## config.mk

```make
export PLATFORM = sky130hd
export DESIGN_NAME = i2cb_engine
export DESIGN_NICKNAME = d
export VERILOG_FILES = /design/src/rtl/i2cb_pkg.sv /design/src/rtl/i2cb_qtick.sv /design/src/rtl/i2cb_step_dec.sv /design/src/rtl/i2cb_engine.sv
export SDC_FILE = /design/constraint.sdc
export NUM_CORES = 1
export LEC_CHECK = 0
export BUFFER_PORTS_ARGS = -buffer_cell sky130_fd_sc_hd__buf_2
export CAP_MARGIN = 20
export CORE_MARGIN = 1
export CORE_UTILIZATION = 50
export DETAILED_ROUTE_END_ITERATION = 12
export PLACE_DENSITY_LB_ADDON = 0.3
export SETUP_SLACK_MARGIN = 0.1
export SKIP_LAST_GASP = 1
export SYNTH_ARGS = -nofsm -noshare
export SYNTH_HDL_FRONTEND = slang
export SYNTH_SLANG_ARGS = --single-unit
export TNS_END_PERCENT = 1
```

## constraint.sdc

```tcl
create_clock -name clk -period 2.4 [get_ports clk]
set_input_delay 0.72 -clock clk [delete_from_list [all_inputs] [get_ports clk]]
set_output_delay 0.72 -clock clk [all_outputs]
set_load 0.02 [all_outputs]
```

## src/rtl/i2cb_pkg.sv

```systemverilog
package i2cb_pkg;

   typedef enum logic [2:0] {
      OP_START   = 3'd0,
      OP_STOP    = 3'd1,
      OP_WRITE   = 3'd2,
      OP_READ    = 3'd3,
      OP_RECOVER = 3'd4
   } i2cb_op_e;

   // requested change of one bus line at the start of a quarter
   typedef enum logic [1:0] {
      LN_KEEP = 2'd0,
      LN_LOW  = 2'd1,
      LN_HIGH = 2'd2
   } i2cb_ln_e;

   typedef struct packed {
      i2cb_ln_e scl;
      i2cb_ln_e sda;     // LN_LOW = pull down, LN_HIGH = release
      logic     sample;  // capture sda_i at end of quarter
      logic     last_q;  // final quarter of the command
   } i2cb_act_t;

   function automatic logic op_known(input logic [2:0] op);
      return op <= 3'd4;
   endfunction

   // four-quarter stop pattern, shared by stop and recovery
   function automatic i2cb_act_t stop_step(input logic [2:0] sub);
      i2cb_act_t a;
      a = '{scl: LN_KEEP, sda: LN_KEEP, sample: 1'b0, last_q: 1'b0};
      case (sub)
         3'd0: a.scl = LN_LOW;
         3'd1: a.sda = LN_LOW;
         3'd2: a.scl = LN_HIGH;
         3'd3: begin a.sda = LN_HIGH; a.last_q = 1'b1; end
         default: ;
      endcase
      return a;
   endfunction

endpackage

```

## src/rtl/i2cb_qtick.sv

```systemverilog
module i2cb_qtick #(
   parameter int QUARTER_CYC = 125
) (
   input  logic clk,
   input  logic rst_n,
   input  logic run,
   output logic q_first,
   output logic q_last
);

   if (QUARTER_CYC < 1) begin : g_bad_len
      $error("i2cb_qtick: QUARTER_CYC must be at least 1");
   end

   if (QUARTER_CYC == 1) begin : g_single
      assign q_first = run;
      assign q_last  = run;
   end else begin : g_count
      localparam int CW = $clog2(QUARTER_CYC);
      logic [CW-1:0] cnt;

      always_ff @(posedge clk or negedge rst_n) begin
         if (!rst_n)                         cnt <= '0;
         else if (!run)                      cnt <= '0;
         else if (cnt == CW'(QUARTER_CYC-1)) cnt <= '0;
         else                                cnt <= cnt + CW'(1);
      end

      assign q_first = run && (cnt == '0);
      assign q_last  = run && (cnt == CW'(QUARTER_CYC-1));
   end

endmodule

```

## src/rtl/i2cb_step_dec.sv

```systemverilog
module i2cb_step_dec
   import i2cb_pkg::*;
#(
   parameter int BYTE_W         = 8,
   parameter int RECOVER_PULSES = 9,
   parameter int UW             = 4
) (
   input  i2cb_op_e   op,
   input  logic [UW-1:0] unit,
   input  logic [2:0] sub,
   input  logic       tx_bit,
   input  logic       ack_drv,
   output i2cb_act_t  act,
   output logic       unit_end
);

   localparam logic [UW-1:0] DATA_UNITS = UW'(BYTE_W);
   localparam logic [UW-1:0] LAST_PULSE = UW'(RECOVER_PULSES);

   always_comb begin
      act      = '{scl: LN_KEEP, sda: LN_KEEP, sample: 1'b0, last_q: 1'b0};
      unit_end = 1'b0;
      case (op)
         OP_START: begin
            case (sub)
               3'd1: act.sda = LN_HIGH;
               3'd2: act.scl = LN_HIGH;
               3'd3: begin act.sda = LN_LOW; act.last_q = 1'b1; end
               default: ;
            endcase
         end
         OP_STOP: act = stop_step(sub);
         OP_WRITE: begin
            if (unit < DATA_UNITS) begin
               case (sub)
                  3'd0: act.scl = LN_LOW;
                  3'd1: act.sda = tx_bit ? LN_HIGH : LN_LOW;
                  3'd2: act.scl = LN_HIGH;
                  3'd3: unit_end = 1'b1;
                  default: ;
               endcase
            end else begin
               case (sub)
                  3'd0: act.scl = LN_LOW;
                  3'd1: act.sda = LN_HIGH;
                  3'd2: act.scl = LN_HIGH;
                  3'd3: act.sample = 1'b1;
                  3'd4: begin act.scl = LN_LOW; act.last_q = 1'b1; end
                  default: ;
               endcase
            end
         end
         OP_READ: begin
            if (unit < DATA_UNITS) begin
               case (sub)
                  3'd0: begin act.scl = LN_LOW; act.sda = LN_HIGH; end
                  3'd1: begin act.scl = LN_HIGH; act.sample = 1'b1; end
                  3'd2: unit_end = 1'b1;
                  default: ;
               endcase
            end else begin
               case (sub)
                  3'd0: act.scl = LN_LOW;
                  3'd1: act.sda = ack_drv ? LN_HIGH : LN_LOW;
                  3'd2: act.scl = LN_HIGH;
                  3'd4: begin act.scl = LN_LOW; act.last_q = 1'b1; end
                  default: ;
               endcase
            end
         end
         OP_RECOVER: begin
            if (unit == '0) begin
               act.scl  = LN_HIGH;
               act.sda  = LN_HIGH;
               unit_end = 1'b1;
            end else if (unit <= LAST_PULSE) begin
               case (sub)
                  3'd0: act.scl = LN_LOW;
                  3'd2: act.scl = LN_HIGH;
                  3'd3: unit_end = 1'b1;
                  default: ;
               endcase
            end else begin
               act = stop_step(sub);
            end
         end
         default: ;
      endcase
   end

endmodule

```

## src/rtl/i2cb_engine.sv

```systemverilog
module i2cb_engine
   import i2cb_pkg::*;
#(
   parameter int QUARTER_CYC    = 125,
   parameter int BYTE_W         = 8,
   parameter int RECOVER_PULSES = 9
) (
   input  logic              clk,
   input  logic              rst_n,
   input  logic              cmd_valid,
   output logic              cmd_ready,
   input  logic [2:0]        cmd_op,
   input  logic [BYTE_W-1:0] cmd_wdata,
   input  logic              cmd_ack_n,
   output logic              scl_o,
   output logic              sda_oe,
   output logic              sda_o,
   input  logic              sda_i,
   output logic              done,
   output logic              ack_n,
   output logic [BYTE_W-1:0] rx_byte
);

   localparam int UNIT_MAX = ((BYTE_W > RECOVER_PULSES) ? BYTE_W : RECOVER_PULSES) + 1;
   localparam int UW       = $clog2(UNIT_MAX + 1);

   if (BYTE_W < 2) begin : g_bad_width
      $error("i2cb_engine: BYTE_W must be at least 2");
   end
   if (RECOVER_PULSES < 1) begin : g_bad_pulses
      $error("i2cb_engine: RECOVER_PULSES must be at least 1");
   end

   logic              busy;
   i2cb_op_e          op_q;
   logic [UW-1:0]     unit;
   logic [2:0]        sub;
   logic [BYTE_W-1:0] tx_sh;
   logic [BYTE_W-1:0] rx_sh;
   logic              ack_drv_q;
   logic              ack_n_q;
   logic              done_q;
   logic              scl_q;
   logic              oe_q;
   logic              q_first;
   logic              q_last;
   logic              unit_end;
   logic              accept;
   i2cb_act_t         act;

   assign cmd_ready = !busy;
   assign accept    = cmd_valid && !busy && op_known(cmd_op);

   i2cb_qtick #(.QUARTER_CYC(QUARTER_CYC)) u_tick (
      .clk     (clk),
      .rst_n   (rst_n),
      .run     (busy),
      .q_first (q_first),
      .q_last  (q_last)
   );

   i2cb_step_dec #(
      .BYTE_W         (BYTE_W),
      .RECOVER_PULSES (RECOVER_PULSES),
      .UW             (UW)
   ) u_dec (
      .op       (op_q),
      .unit     (unit),
      .sub      (sub),
      .tx_bit   (tx_sh[BYTE_W-1]),
      .ack_drv  (ack_drv_q),
      .act      (act),
      .unit_end (unit_end)
   );

   always_ff @(posedge clk or negedge rst_n) begin
      if (!rst_n) begin
         busy      <= 1'b0;
         op_q      <= OP_START;
         unit      <= '0;
         sub       <= '0;
         tx_sh     <= '0;
         rx_sh     <= '0;
         ack_drv_q <= 1'b1;
         ack_n_q   <= 1'b0;
         done_q    <= 1'b0;
         scl_q     <= 1'b1;
         oe_q      <= 1'b0;
      end else begin
         done_q <= 1'b0;
         if (accept) begin
            busy      <= 1'b1;
            op_q      <= i2cb_op_e'(cmd_op);
            unit      <= '0;
            sub       <= '0;
            tx_sh     <= cmd_wdata;
            ack_drv_q <= cmd_ack_n;
            ack_n_q   <= 1'b0;
         end
         if (busy && q_first) begin
            case (act.scl)
               LN_LOW:  scl_q <= 1'b0;
               LN_HIGH: scl_q <= 1'b1;
               default: ;
            endcase
            case (act.sda)
               LN_LOW:  oe_q <= 1'b1;
               LN_HIGH: oe_q <= 1'b0;
               default: ;
            endcase
         end
         if (busy && q_last) begin
            if (act.sample) begin
               if (op_q == OP_READ) rx_sh   <= {rx_sh[BYTE_W-2:0], sda_i};
               else                 ack_n_q <= sda_i;
            end
            if (act.last_q) begin
               busy   <= 1'b0;
               done_q <= 1'b1;
            end else if (unit_end) begin
               unit <= unit + UW'(1);
               sub  <= '0;
               if (op_q == OP_WRITE) tx_sh <= {tx_sh[BYTE_W-2:0], 1'b0};
            end else begin
               sub <= sub + 3'd1;
            end
         end
      end
   end

   assign scl_o   = scl_q;
   assign sda_oe  = oe_q;
   assign sda_o   = 1'b0;
   assign done    = done_q;
   assign ack_n   = ack_n_q;
   assign rx_byte = rx_sh;

endmodule

```

Word level (Yosys, flattened, before mapping)
Index checks and enable logic that the tools add are counted.

word-level totals
  register bits after elaboration = 39
  bits of input ports = 16
  output and inout bits = 14
  logic and storage cells = 107

cells by class
  add/subtract/negate cells = 3
  magnitude comparators = 3
  eq/ne operators = 13
  multiplexer cells = 58
  reduce and logical (&&, ||, !) cells = 18

operator list
  cell                   count
  $mux W8                5
  $mux W4                8
  $pmux W2 S2            5
  $pmux W4 S5            1
  $mux W1                19
  $mux W2                9
  $mux W7                2
  $eq A3 B2 Y1 const B   4
  $mux W3                4
  $add A7 B1 Y7 const B  1
  $eq A7 B7 Y1 const B   1
  $logic_not A7 Y1       1
  $eq A3 B1 Y1 const B   2
  $eq A3 B3 Y1 const B   2
  $logic_and A1 B1 Y1    6
  $logic_not A3 Y1       2
  $pmux W1 S3            2
  $add A4 B1 Y4 const B  1
  $eq A2 B1 Y1 const B   2
  $eq A2 B2 Y1 const B   2
  $le A4 B4 Y1 const B   1
  $logic_not A4 Y1       1
  $lt A4 B4 Y1 const B   1
  $pmux W1 S2            2
  8 further kinds        11

Logic depth before layout (Yosys ltp)
Gate-level depths: netlist (run 1).

  word-level depth = 8
  mapped depth = 10
  depth with buffers taken out = 9

Cells and area by module
From an unflattened synthesis (run 1), not the netlist that was laid out.

unflattened totals
  cells, all modules = 232
  area total of the unflattened synthesis = 2260.9 um^2

by module, submodules not included
  module         times used  cells an instance  area each (um^2)
  i2cb_engine    1           137                1555.2
  i2cb_qtick     1           38                 360.3
  i2cb_step_dec  1           57                 345.3

Worst setup path before layout (run 1)
No wires, ideal clock.

  path kind = reg2reg
  from = register op_q[1]
  to = register scl_q, in the netlist scl_o
  arrival = 2.330 ns
  required time = 2.315 ns
  slack = -0.015 ns
  cell stages (with the launch flop) = 11
  clock period less this slack = 2.415 ns
  cell sequence = dfrtp_1 > clkbuf_1 > or3b_1 > clkbuf_1 > a21oi_1 > nor2_1 > nor3b_1 > o21ai_1 > ha_1 > nor2_1 > mux2_1

on the way
  cells in the longest elaborated chain, start to end = 5

ends and longest elaborated chain
  element                                              RTL line             RTL
  start, declared                                      i2cb_engine.sv:35    i2cb_op_e op_q;
  start signal, assigned                               i2cb_engine.sv:93    op_q <= i2cb_op_e'(cmd_op);
  $eq A3 B3 Y1 (tied with other cells)                 i2cb_step_dec.sv:23  case (op)
  $pmux W4 S5 *                                        i2cb_step_dec.sv:23
  $eq A2 B2 Y1 / $eq A2 B1 Y1 (equally long branches)  i2cb_engine.sv:101   case (act.scl)
  $reduce_bool A2 Y1 (no line)                         -
  $reduce_and A2 Y1 (no line)                          -
  end signal, assigned                                 i2cb_engine.sv:87    scl_q <= 1'b1;
  end signal, assigned                                 i2cb_engine.sv:102   LN_LOW: scl_q <= 1'b0;
  end signal, assigned                                 i2cb_engine.sv:103   LN_HIGH: scl_q <= 1'b1;
  end, declared                                        i2cb_engine.sv:43    logic scl_q;

Mark *: on every way between the ends. The rest lies on a longest branch, timed or not.
A chain may end at the register's enable or synchronous reset.

Worst setup path in the final report (run 1)
  from = register unit[0]
  to = register tx_sh[7]

on the way
  cells in the longest elaborated chain, start to end = 7

ends and longest elaborated chain
  element                 RTL line             RTL
  start, declared         i2cb_engine.sv:36    logic [UW-1:0] unit;
  start signal, assigned  i2cb_engine.sv:121   unit <= unit + UW'(1);
  $le A4 B4 Y1            i2cb_step_dec.sv:76  end else if (unit <= LAST_PULSE) begin
  $mux W1                 i2cb_step_dec.sv:76
  $mux W1                 i2cb_step_dec.sv:72  if (unit == '0) begin
  $pmux W1 S3             i2cb_step_dec.sv:23
  $mux W8                 i2cb_engine.sv:120   end else if (unit_end) begin
  $mux W8 *               i2cb_engine.sv:117   if (act.last_q) begin
  $mux W8 *               i2cb_engine.sv:112   if (busy && q_last) begin
  end signal, assigned    i2cb_engine.sv:96    tx_sh <= cmd_wdata;
  end signal, assigned    i2cb_engine.sv:123   if (op_q == OP_WRITE) tx_sh <= {tx_sh[BYTE_W-2:0], 1'b0};
  end, declared           i2cb_engine.sv:38    logic [BYTE_W-1:0] tx_sh;

Marked as above.

==> run summary, run 1 <==
XOR/XNOR Fraction of Synth Area -> 1.94%
GRT Util Overall -> 20.5%
Final min period -> 2.23 ns
Simple logic cell fraction of the synthesized area -> 19.5%
PD cells -> 503 nW/um^2
Grt total ovfl -> 0
Reg-to-Reg Start -> unit[0]
DR vias -> 1,760
Site Rows -> 24
Crit-path cells -> inv_1, ha_1, or3b_4, a221oi_4, o2111ai_4, or2_1, a21oi_2
Net count, final -> 288
Util after Layout -> 61.1%
Clk sinks -> 39
I/O pins -> 30
Cts hold-fix bufs -> 0
Clock Skews -> 0.00562 ns
Tot Pwr -> 1.34 mW
Seq cells post-synth -> 39
Hold Path Class -> primary input to asynchronous set/reset pin
Placed cell areas -> 2520 um^2
# DRC -> 0
Vias per inst -> 5.64
Routed wire length -> 4500 um
Status -> complete, no violations
CP max FO -> 7
First-pass GRT wire length -> 7780 um
Slowest cell delay on critical path -> 0.45 ns
Total iterations of the first detailed-routing run -> 4
Peak Freq -> 449 MHz
DRT iter0 DRCs -> 87
Most frequent cells in the layout -> 36 x dfrtp_1, 28 x buf_2, 14 x nand3_1
Cts bufs inserted -> 5
Share of cells above drive strength 1 -> 25.0%
Post-Syn Nets -> 250
Root buf cell -> clkbuf_8
Final Cycle Share -> 92.8%
Req. time, crit path -> 2.62 ns
Dpl cells -> 304
Largest family of logic cells by synthesized area -> simple AND/OR/NAND/NOR gates
ANT cells -> 0
Main synth FF type -> dfrtp_1
RR Endpoint -> tx_sh[7]
Placer Congestion -> 0.908
GRT Max-Usage Layer -> met2
Distinct cells, synth -> 48
Die Width -> 69.1 um
Mean Syn Cell Area -> 10.2 um^2
Initial Util -> 51.8%
Clock Tree Buf Depth -> 2
Synth Area in Adders -> 7.22%
Worst setup path startpoint -> unit[0]
Post-DP HPWL -> 3330 um
FILL cells -> 367
Post-CTS Setup Bufs -> 0
Initial antenna violation count -> 0
Fin cells -> 312
Global-route track usage on met3 -> 4.97%
Synth-to-Final Area Change -> 18.0%
Vias in the first global route -> 1,669
Synth Area in Compound Gates -> 13.4%
Area of the multi-input gates -> 1190 um^2
Largest net degree at the start of global routing -> 40
Synth Instances -> 221
Critical path class -> flop to flop
R2r setup slk -> 0.17 ns
Clock slew at reported path FFs -> 0.08 ns
Worst Path Buf+Inv -> 1
Levels on crit path -> 7
Max H-tree Level -> 2
CORE AREA -> 4350 um^2
EDFF count, synth -> 0
Peak supply drop -> 348 uV
R2R depth -> 7
Static Leak -> 1.31 nW
Post-synthesis async set-or-reset flop share -> 100%
Drt wl/cell -> 14.4 um
Max-cap violations -> 0
Fin area -> 2660 um^2
Startpoint type of the worst setup path -> flop
TritonCTS clock tree -> yes
Post-route worst setup slack -> 0.173 ns
Slew Limit Fails -> 0
WP data arrival -> 2.45 ns
Register area share after synthesis -> 43.4%
Cell Area, Synth -> 2250 um^2
Setup violations, final -> 0
FF+latch area -> 980 um^2
Met2 usage -> 30.6%
Slowest stage cell, crit path -> dfrtp_2
Crit end category -> flop
Mux share of post-synthesis cell area -> 10.0%
RSZ-0062 raised after global routing -> true
Post-DRT Antenna Nets -> 0
Hold_ws -> 0.476 ns
Final Hold Vio Count -> 0
Die height -> 69.1 um
Final setup TNS -> 0 ns
Commonest non-fill, non-tap cell in the layout -> dfrtp_1
Yosys warns -> 0
Critical path's top delay family -> simple AND/OR/NAND/NOR gates
PortBufs -> 28
Global Route met1 Usage -> 29.0%
Pre-CTS setup slack -> 0.203 ns
Later-pin clock latency in the skew report -> 0.29 ns
Die area -> 4780 um^2
logic make-up (layout without fill, tap and decap cells):
kind of cell	count (synthesis)	count (layout)
AND/OR/NAND/NOR	79	79
buffers and inverters	22	61
XOR/XNOR	5	5
flip-flops	39	39
adder cells (fa/ha/maj)	13	13
multiplexers	21	21
AO/OA/AOI/OAI	41	41
other	1	1
repair_timing:
action / CTS / global route
gates resized for setup: 0 / 3
hold endpoints to repair: 0 / 0
setup endpoints to repair: 0 / 8
state kept, by name, indices dropped and copies added, names as in the netlist, 3 cells and up:
| signal | flops |
|---|---|
| rx_byte | 8 |
| tx_sh | 8 |
| u_tick.g_count.cnt | 7 |
| unit | 4 |
| op_q | 3 |
| sub | 3 |
cell type report:
type / count / area share (%)
Multi-Input combinational cell: 160 / 44.6
Timing Repair Buffer: 41 / 9.41
Sequential cell: 39 / 36.8
Inverter: 12 / 1.69
Tap cell: 52 / 2.45
Clock inverter: 2 / 2.26
Clock buffer: 6 / 2.73
synthesized netlist by cell type, types with 6 or more instances:
cell type	n	area [um^2]
a21oi_1	6	30.0
inv_1	10	37.5
mux2_1	13	146
nand2_1	11	41.3
nand3_1	14	70.1
nor3_1	11	55.1
dfrtp_1	37	926
nor2_1	12	45.0
o21ai_1	10	50.1
a21oi_2	7	61.3
mux2i_1	8	80.1
ha_1	13	163
worst max path at each step:
stage | slack [ns] | end
final | 0.17 | tx_sh[7]
after floorplan | 0.10 | scl_o
after global routing | 0.05 | tx_sh[7]
after detailed placement | 0.20 | tx_sh[2]
after global placement | 0.23 | tx_sh[3]
after CTS | 0.19 | tx_sh[4]
where the power goes:
group / total (mW) / internal, mW / switching (mW)
clock network: 0.653 / 0.416 / 0.237
registers: 0.657 / 0.657 / 0
logic: 0.0283 / 0.0103 / 0.0180
routing by layer:
metal	vias up	part of all wire, %
met5	-	0
met4	0	1.6
met3	8	3.8
met2	44	47
met1	846	48
li1	862	-
(Power assumes the default switching activity.)
==> inputs of run 2 (changes only) <==
Settings changed: CORE_UTILIZATION 50 to 40, PLACE_DENSITY from default to 0.61, PLACE_DENSITY_LB_ADDON 0.3 to default.
==> run summary, run 2 (synthesis results as in run 1) <==
Clock Tree Buf Depth -> 2
Commonest non-fill, non-tap cell in the layout -> dfrtp_1
Hold Path Class -> primary input to asynchronous set/reset pin
Fin cells -> 328
Cts bufs inserted -> 5
Die height -> 77.1 um
Critical path class -> flop to flop
Die Width -> 77.1 um
Drt wl/cell -> 13.2 um
GRT Max-Usage Layer -> met2
Initial antenna violation count -> 0
Die area -> 5940 um^2
Largest net degree at the start of global routing -> 40
Status -> complete, no violations
Dpl cells -> 320
Final Cycle Share -> 91.7%
Root buf cell -> clkbuf_8
Worst Path Buf+Inv -> 2
GRT Util Overall -> 16.2%
PD cells -> 429 nW/um^2
Peak supply drop -> 249 uV
Total iterations of the first detailed-routing run -> 4
RSZ-0062 raised after global routing -> true
PortBufs -> 28
Placer Congestion -> 0.890
Site Rows -> 26
Vias per inst -> 5.18
Final min period -> 2.20 ns
DR vias -> 1,698
Post-DP HPWL -> 3200 um
Grt total ovfl -> 0
Later-pin clock latency in the skew report -> 0.29 ns
Reg-to-Reg Start -> unit[0]
Slowest cell delay on critical path -> 0.44 ns
ANT cells -> 0
Routed wire length -> 4330 um
Final setup TNS -> 0 ns
Static Leak -> 1.27 nW
CORE AREA -> 5270 um^2
Net count, final -> 286
R2r setup slk -> 0.20 ns
FILL cells -> 517
Max H-tree Level -> 2
First-pass GRT wire length -> 7650 um
RR Endpoint -> tx_sh[2]
I/O pins -> 30
TritonCTS clock tree -> yes
Peak Freq -> 455 MHz
Share of cells above drive strength 1 -> 24.0%
Critical path's top delay family -> simple AND/OR/NAND/NOR gates
Clock slew at reported path FFs -> 0.08 ns
FF+latch area -> 980 um^2
Clk sinks -> 39
Post-DRT Antenna Nets -> 0
Clock Skews -> 0.00779 ns
CP max FO -> 9
Crit end category -> flop
Initial Util -> 42.8%
Global-route track usage on met3 -> 4.05%
Max-cap violations -> 0
Placed cell areas -> 2520 um^2
Util after Layout -> 49.6%
Most frequent cells in the layout -> 36 x dfrtp_1, 28 x buf_2, 14 x nand3_1
Slowest stage cell, crit path -> dfrtp_1
Slew Limit Fails -> 0
Req. time, crit path -> 2.57 ns
Vias in the first global route -> 1,686
DRT iter0 DRCs -> 49
# DRC -> 0
Setup violations, final -> 0
WP data arrival -> 2.37 ns
Crit-path cells -> inv_1, ha_1, or3b_4, a221oi_4, o2111ai_4, buf_4, nor3_1, a21oi_2
Cts hold-fix bufs -> 0
Met2 usage -> 24.9%
Global Route met1 Usage -> 22.1%
Startpoint type of the worst setup path -> flop
R2R depth -> 8
Fin area -> 2610 um^2
Final Hold Vio Count -> 0
Area of the multi-input gates -> 1180 um^2
Synth-to-Final Area Change -> 16.0%
run 2: cell types whose count changed in the layout (fill, tap and decap cells not counted):
| cell | delta |
|---|---|
| a21oi_1 | +1 |
| or2_4 | +1 |
| nor3b_1 | +1 |
| buf_4 | -2 |
| clkinvlp_4 | +1 |
| or2_1 | -1 |
| bufinv_16 | -2 |
| nor3b_2 | -1 |
| clkinv_2 | +1 |
| a21oi_2 | -1 |
run 2: area by class of cell:
class | instances | area share, %
clock buffer | 6 | 2.78
sequential | 39 | 37.5
multi-input combinational | 160 | 45.2
clock inverter | 2 | 0.479
tap | 70 | 3.35
timing repair buffer | 39 | 9.00
inverter | 12 | 1.72
run 2: report_power, final:
| group | switching (mW) | internal, mW |
|---|---|---|
| registers | 0 | 0.657 |
| logic | 0.0185 | 0.0126 |
| clock network | 0.229 | 0.203 |
run 2: repair_timing:
item / CTS / global route
resized for setup: 0 / 2
setup endpoints to repair: 0 / 8
setup buffers: 0 / 0
run 2: worst reg2reg max path, stage by stage (launching register included):
cell and delay [ns]:
dfrtp_1 0.44, inv_1 0.08, ha_1 0.15, or3b_4 0.40, a221oi_4 0.33, o2111ai_4 0.22, buf_4 0.22, nor3_1 0.20
a21oi_2 0.05
run 2: layer usage:
metal / up-vias / routed length [um]
met5: - / 0
met4: 0 / 46
met3: 5 / 220
met2: 48 / 1940
met1: 791 / 2120
li1: 854 / -
run 2: worst max-delay path by stage:
stage | from | endpoint | slack, ns | cells past startpoint
after floorplan | op_q[1] | scl_o | 0.10 | 10
after global placement | unit[0] | tx_sh[3] | 0.20 | 7
after detailed placement | unit[0] | tx_sh[1] | 0.14 | 7
after CTS | unit[0] | tx_sh[1] | 0.12 | 7
after global routing | unit[0] | tx_sh[1] | 0.08 | 8
final | unit[0] | tx_sh[2] | 0.20 | 8
run 2: per-stage QoR:
step | total power [mW] | setup slack, ns | hold slack, ns
global route | 1.17 | 0.0770 | 0.394
global placement | 0.702 | 0.198 | 0.470
finish | 1.12 | 0.200 | 0.396
detailed placement | 0.703 | 0.140 | 0.473
CTS | 1.14 | 0.118 | 0.399
floorplan | 0.673 | 0.104 | 0.424
